**src/rtl/conv_seq_pkg.sv**
```systemverilog
package conv_seq_pkg;

  localparam int MAX_PAIRS = 8;

  typedef enum logic [1:0] {
    SEQ_IDLE  = 2'd0,
    SEQ_SLEEP = 2'd1,
    SEQ_CONV  = 2'd2,
    SEQ_GAP   = 2'd3
  } seq_state_e;

  // Index of the lowest set bit; 0 when the mask is empty.
  function automatic int unsigned lowest_idx(input logic [MAX_PAIRS-1:0] m);
    int unsigned idx;
    idx = 0;
    for (int i = MAX_PAIRS - 1; i >= 0; i--) begin
      if (m[i]) idx = i;
    end
    return idx;
  endfunction

  // Next readout channel, wrapping after the last channel.
  function automatic int unsigned ptr_advance(input int unsigned p, input int unsigned nch);
    return (p >= nch - 1) ? 0 : p + 1;
  endfunction

endpackage

```
**src/rtl/conv_seq_edge.sv**
```systemverilog
module conv_seq_edge #(
  parameter int N = 4
) (
  input  logic         clk,
  input  logic         rst,
  input  logic [N-1:0] lvl,
  output logic [N-1:0] rise
);
  logic [N-1:0] prev_q;

  always_ff @(posedge clk) begin
    if (rst) prev_q <= '0;
    else     prev_q <= lvl;
  end

  for (genvar g = 0; g < N; g++) begin : g_edge
    assign rise[g] = lvl[g] & ~prev_q[g];
  end
endmodule

```
**src/rtl/conv_seq_fsm.sv**
```systemverilog
module conv_seq_fsm
  import conv_seq_pkg::*;
#(
  parameter int NUM_PAIRS = 4,
  parameter int CONV_CYC  = 5,
  parameter int SLEEP_CYC = 6,
  localparam int PW = $clog2(NUM_PAIRS),
  localparam int MAXC = (CONV_CYC > SLEEP_CYC) ? CONV_CYC : SLEEP_CYC,
  localparam int CW = $clog2(MAXC + 1)
) (
  input  logic                 clk,
  input  logic                 rst,
  input  logic [NUM_PAIRS-1:0] rise,
  input  logic                 autosleep,
  output logic                 accept,
  output logic                 busy_raw,
  output logic                 pair_done,
  output logic                 last_done,
  output logic [PW-1:0]        cur_pair
);
  seq_state_e           state_q;
  logic [NUM_PAIRS-1:0] pending_q;
  logic [NUM_PAIRS-1:0] rest;
  logic [CW-1:0]        cnt_q;

  assign accept    = (state_q == SEQ_IDLE) && (|rise);
  assign busy_raw  = (state_q == SEQ_SLEEP) || (state_q == SEQ_CONV);
  assign rest      = pending_q & ~(NUM_PAIRS'(1) << cur_pair);
  assign pair_done = (state_q == SEQ_CONV) && (cnt_q == CW'(CONV_CYC - 1));
  assign last_done = pair_done && (rest == '0);

  always_ff @(posedge clk) begin
    if (rst) begin
      state_q   <= SEQ_IDLE;
      pending_q <= '0;
      cnt_q     <= '0;
      cur_pair  <= '0;
    end else begin
      unique case (state_q)
        SEQ_IDLE: begin
          if (accept) begin
            pending_q <= rise;
            cur_pair  <= PW'(lowest_idx(MAX_PAIRS'(rise)));
            cnt_q     <= '0;
            state_q   <= autosleep ? SEQ_SLEEP : SEQ_CONV;
          end
        end
        SEQ_SLEEP: begin
          if (cnt_q == CW'(SLEEP_CYC - 1)) begin
            cnt_q   <= '0;
            state_q <= SEQ_CONV;
          end else begin
            cnt_q <= cnt_q + 1'b1;
          end
        end
        SEQ_CONV: begin
          if (pair_done) begin
            cnt_q     <= '0;
            pending_q <= rest;
            if (last_done) begin
              state_q <= SEQ_IDLE;
            end else begin
              cur_pair <= PW'(lowest_idx(MAX_PAIRS'(rest)));
              state_q  <= SEQ_GAP;
            end
          end else begin
            cnt_q <= cnt_q + 1'b1;
          end
        end
        SEQ_GAP: state_q <= SEQ_CONV;
        default: state_q <= SEQ_IDLE;
      endcase
    end
  end
endmodule

```
**src/rtl/conv_seq_status.sv**
```systemverilog
module conv_seq_status
  import conv_seq_pkg::*;
#(
  parameter int NCH = 8,
  localparam int PTW = $clog2(NCH)
) (
  input  logic           clk,
  input  logic           rst,
  input  logic           busy_raw,
  input  logic           last_done,
  input  logic           rd_strobe,
  input  logic           ptr_clear,
  input  logic           int_mode,
  input  logic           polarity,
  output logic           int_flag,
  output logic           status_out,
  output logic [PTW-1:0] rd_ptr
);
  always_ff @(posedge clk) begin
    if (rst) begin
      int_flag <= 1'b0;
      rd_ptr   <= '0;
    end else begin
      if (last_done)      int_flag <= 1'b1;
      else if (rd_strobe) int_flag <= 1'b0;

      if (ptr_clear)      rd_ptr <= '0;
      else if (rd_strobe) rd_ptr <= PTW'(ptr_advance(int'(rd_ptr), NCH));
    end
  end

  assign status_out = (int_mode ? int_flag : busy_raw) ^ polarity;
endmodule

```
**src/rtl/conv_sequencer.sv**
```systemverilog
module conv_sequencer #(
  parameter int          NUM_PAIRS = 4,
  parameter int          CONV_CYC  = 5,
  parameter int          SLEEP_CYC = 6,
  parameter int          CFG_W     = 32,
  parameter logic [31:0] CFG_RESET = 32'h0000_03FF,
  parameter int          INT_BIT   = 20,
  parameter int          POL_BIT   = 21,
  parameter int          SLEEP_BIT = 22
) (
  input  logic                            clk,
  input  logic                            rst,
  input  logic [NUM_PAIRS-1:0]            conv_start,
  input  logic                            rd_strobe,
  input  logic                            cfg_we,
  input  logic [CFG_W-1:0]                cfg_wdata,
  output logic [CFG_W-1:0]                cfg_q,
  output logic                            status_out,
  output logic [$clog2(2*NUM_PAIRS)-1:0]  rd_ptr,
  output logic [$clog2(NUM_PAIRS)-1:0]    conv_pair
);
  localparam int NCH = 2 * NUM_PAIRS;

  logic [NUM_PAIRS-1:0] rise;
  logic accept, accept_a, busy_raw, pair_done, last_done, int_flag;

  always_ff @(posedge clk) begin
    if (rst)         cfg_q <= CFG_W'(CFG_RESET);
    else if (cfg_we) cfg_q <= cfg_wdata;
  end

  conv_seq_edge #(.N(NUM_PAIRS)) u_edge (
    .clk(clk), .rst(rst), .lvl(conv_start), .rise(rise)
  );

  conv_seq_fsm #(
    .NUM_PAIRS(NUM_PAIRS), .CONV_CYC(CONV_CYC), .SLEEP_CYC(SLEEP_CYC)
  ) u_fsm (
    .clk(clk), .rst(rst), .rise(rise), .autosleep(cfg_q[SLEEP_BIT]),
    .accept(accept), .busy_raw(busy_raw), .pair_done(pair_done),
    .last_done(last_done), .cur_pair(conv_pair)
  );

  assign accept_a = accept && rise[0];

  conv_seq_status #(.NCH(NCH)) u_status (
    .clk(clk), .rst(rst), .busy_raw(busy_raw), .last_done(last_done),
    .rd_strobe(rd_strobe), .ptr_clear(accept_a),
    .int_mode(cfg_q[INT_BIT]), .polarity(cfg_q[POL_BIT]),
    .int_flag(int_flag), .status_out(status_out), .rd_ptr(rd_ptr)
  );
endmodule

```
**config.mk**
```make
export PLATFORM = sky130hd
export DESIGN_NAME = conv_sequencer
export DESIGN_NICKNAME = d
export VERILOG_FILES = /design/src/rtl/conv_seq_pkg.sv /design/src/rtl/conv_seq_edge.sv /design/src/rtl/conv_seq_fsm.sv /design/src/rtl/conv_seq_status.sv /design/src/rtl/conv_sequencer.sv
export SDC_FILE = /design/constraint.sdc
export NUM_CORES = 1
export LEC_CHECK = 0
export BUFFER_PORTS_ARGS = -buffer_cell sky130_fd_sc_hd__buf_2
export CAP_MARGIN = 20
export CELL_PAD_IN_SITES_DETAIL_PLACEMENT = 1
export CELL_PAD_IN_SITES_GLOBAL_PLACEMENT = 1
export CORE_ASPECT_RATIO = 0.7
export CORE_MARGIN = 2
export CORE_UTILIZATION = 40
export CTS_CLUSTER_SIZE = 24
export DETAILED_ROUTE_END_ITERATION = 12
export PLACE_DENSITY_LB_ADDON = 0.2
export SETUP_SLACK_MARGIN = 0.02
export SLEW_MARGIN = 30
export SYNTH_ARGS = -nofsm -noshare
export SYNTH_HDL_FRONTEND = slang
export SYNTH_SLANG_ARGS = --single-unit
```
**constraint.sdc**
```tcl
create_clock -name clk -period 4.7 [get_ports clk]
set_clock_uncertainty 0.1 [all_clocks]
set_input_delay 0.47 -clock clk [delete_from_list [all_inputs] [get_ports clk]]
set_output_delay 0.47 -clock clk [all_outputs]
set_load 0.01 [all_outputs]
```
==> impl_metrics.py <==
metrics = {
    "run_status": {
        "status": "complete, no violations",
    },
    "worst_setup_path": {
        "r2r_cells": 6,
        "r2r_slack_ns": 2.38,
        "critPathMaxStageDelay_ns": 0.61,
        "crit_slowest_cell": "ha_1",
        "r2r-end": "u_fsm.cur_pair[0]",
        "crit_buf_inv": 1,
        "critPathKind": "flop to flop",
        "crit_fanout": 17,
        "endpoint": "u_fsm.cur_pair[0]",
        "cp.arrival_ns": 2.43,
        "crit_chain": "inv_1 -> ha_1 -> mux2i_1 -> a21oi_2 -> a21oi_1 -> a311oi_1",
        "path_depth": 6,
        "critPathTopFamily": "compound AO/OA/AOI/OAI gates",
        "required_ns": 4.81,
        "worst_setup_path_end_kind": "flop",
        "worstReg2RegStart": "u_fsm.state_q[0]",
        "cp-startpoint": "u_fsm.state_q[0]",
        "startpoint_type": "flop",
    },
    "final_layout": {
        "antenna_cells": 0,
        "drive_gt1_share_pct": 31.0,
        "nFillCells": 692,
        "nNetsFinal": 352,
        "fin_area_sq_mm": 0.00281,
        "multiInputGateArea_sq_mm": 0.00119,
        "register_area_sq_mm": 0.00102,
        "area_delta_synth_final_pct": 21.6,
        "final_cells": 378,
        "final_util_pct": 49.8,
    },
    "cts": {
        "numCtsBuffers": 5,
        "cts_root_buf": "clkbuf_8",
        "cts_hold_buf": 0,
        "cts_setup_buffers": 0,
        "cts_tree": "done",
        "clkSlewWorstSetupHoldPaths_ns": 0.10,
        "cts_resized": 0,
        "htreeDepth": 2,
        "clk_latency_ns": 0.31,
        "clk_path_buf_depth": 2,
        "clock-sinks": 51,
    },
    "pwr": {
        "pwr_density_cell_mw_per_mm2": 453,
        "total_power_mw": 1.27,
        "ir_drop_uv": 153,
        "cellLeakagePower_nw": 1.28,
    },
    "sta": {
        "fin_ws_ns": 2.38,
        "worstMarginPinSlew_ns": 0.905,
        "rsz0062_at_grt": "no",
        "finalCritPeriodShare_pct": 49.4,
        "hold_violations": 0,
        "fin_crit_ns": 2.32,
        "relSlewSlack_pct": 39.7,
        "final_max_slew_viol_count": 0,
        "hold_ws_ns": 0.253,
        "tns_ns": 0,
        "timing.fmax_ghz": 0.431,
        "finalSetupViolCount": 0,
    },
    "grt": {
        "grt_overflow": 0,
        "grt_use_met2_pct": 25.9,
        "antenna_found_initial": 0,
        "grt_use_met3_pct": 6.70,
        "grt_max_degree": 51,
        "grt.total_usage_pct": 17.3,
        "top_usage_layer": "met2",
        "grt_use_met1_pct": 22.7,
        "grt_pass1_vias": 1838,
        "grt_pass1_wl_um": 8560,
    },
    "floorplanning": {
        "core.rowCount": 23,
        "die_height_um": 67.6,
        "initial_core_util_pct": 40.9,
        "coreArea_sq_mm": 0.00564,
        "dieArea_sq_mm": 0.00640,
        "die-width_um": 94.8,
        "io_pins": 78,
    },
    "synth": {
        "synth.distinct_cells": 40,
        "synth_nets": 283,
        "synth_most_common_cell": "dfxtp_1",
        "ys_seq_area_share_pct": 44.2,
        "synth_cells": 233,
        "yosys_warnings": 0,
        "synth_area_leaders": "dfxtp_1 (44%), mux2i_1 (12%), ha_1 (5.4%)",
        "synth_common_cells": "dfxtp_1 (51), nor2_1 (31), mux2i_1 (27), nor2b_1 (18), a21oi_1 (13)",
        "synth_edf_count": 0,
        "syn_avg_cell_area_sq_um": 9.91,
        "synth-seq-cells": 51,
        "yosysTopAreaCellShare_pct": 44.2,
        "yosys.area.top_type": "dfxtp_1",
        "synth_ff_type": "dfxtp_1",
        "ys_async_sr_fraction_pct": 0,
        "syn_area_sq_mm": 0.00231,
    },
    "placement": {
        "dp.cells": 370,
        "hpwl_um": 3860,
        "routabilityCongestion": 0.776,
        "port_buffers": 77,
        "dp_slack_ns": 2.41,
        "postPlaceCellArea_sq_mm": 0.00272,
    },
    "routing": {
        "drtIter0Drc": 44,
        "vias_per_cell": 4.96,
        "postRouteAntennaNets": 0,
        "drc": 0,
        "via_count": 1873,
        "finalWirelength_um": 5280,
        "wl_per_cell_um": 14.0,
        "firstDrtPassIters": 4,
    },
    "min_path": {
        "hp-class": "input pin to flop",
        "worst_hold_path.num_cells": 2,
        "holdCritStartpoint": "cfg_wdata[0]",
    },
    "flow_run": {
        "maxCapViolCount": 0,
    },
}
## flip-flops by register name (all words and copies together), names as in the netlist
signal,count
cfg_q,32
u_edge.prev_q,4
u_fsm.cnt_q,3
u_fsm.cur_pair,2
u_fsm.pending_q,4
u_fsm.state_q,2
u_status.int_flag,1
u_status.rd_ptr,3
## cells by family (layout without fill, tap and decap cells)
group / count (synthesis) / count (layout) / share of synthesized area [%]
flops: 51 / 51 / 44.2
xor+xnor: 1 / 1 / 0.379
compound gates: 47 / 47 / 16.5
mux: 27 / 27 / 11.7
simple gates: 76 / 76 / 17.7
fa+ha+maj: 10 / 10 / 5.42
buf+inv: 21 / 91 / 4.12
## report_power, final
| part | internal (mW) | switching [mW] |
|---|---|---|
| logic | 0.199 | 0.272 |
| clock network | 0.107 | 0.154 |
| registers | 0.485 | 0.0519 |
| total | 0.792 | 0.479 |
## worst min-delay path by stage
| stage | to |
|---|---|
| final | cfg_q[0] |
| after global routing | cfg_q[0] |
| after CTS | cfg_q[0] |
| after floorplan | u_status.int_flag |
| after detailed placement | cfg_q[14] |
| after global placement | cfg_q[26] |
## metal layers
metal	vias up	share of wire, %
li1	951	-
met1	871	49
met2	44	43
met3	7	7.3
met4	0	1.2
met5	-	0
## layout by cell type, fill, tap and decap left out, drive strengths merged, types with 2 or more instances in the layout
master  count
a21oi      15
nand3b      3
o21ai       4
a211o      10
a31oi       2
buf        77
mux2i      27
nand4       3
nor2       31
clkbuf      6
a311oi      3
inv         7
dfxtp      51
a21bo       2
nand2b      6
nor3        4
nor2b      18
a211oi      2
and2b       2
ha         10
nand2       4
## layout make-up
type	count	area share, %
flip-flops and latches	51	36.4
inverters	6	0.802
multi-input cells	161	42.5
well taps	75	3.34
clock buffers	6	2.59
repair buffers	77	13.8
clock inverters	2	0.580
Note: power is estimated with default switching activity, not from simulation.
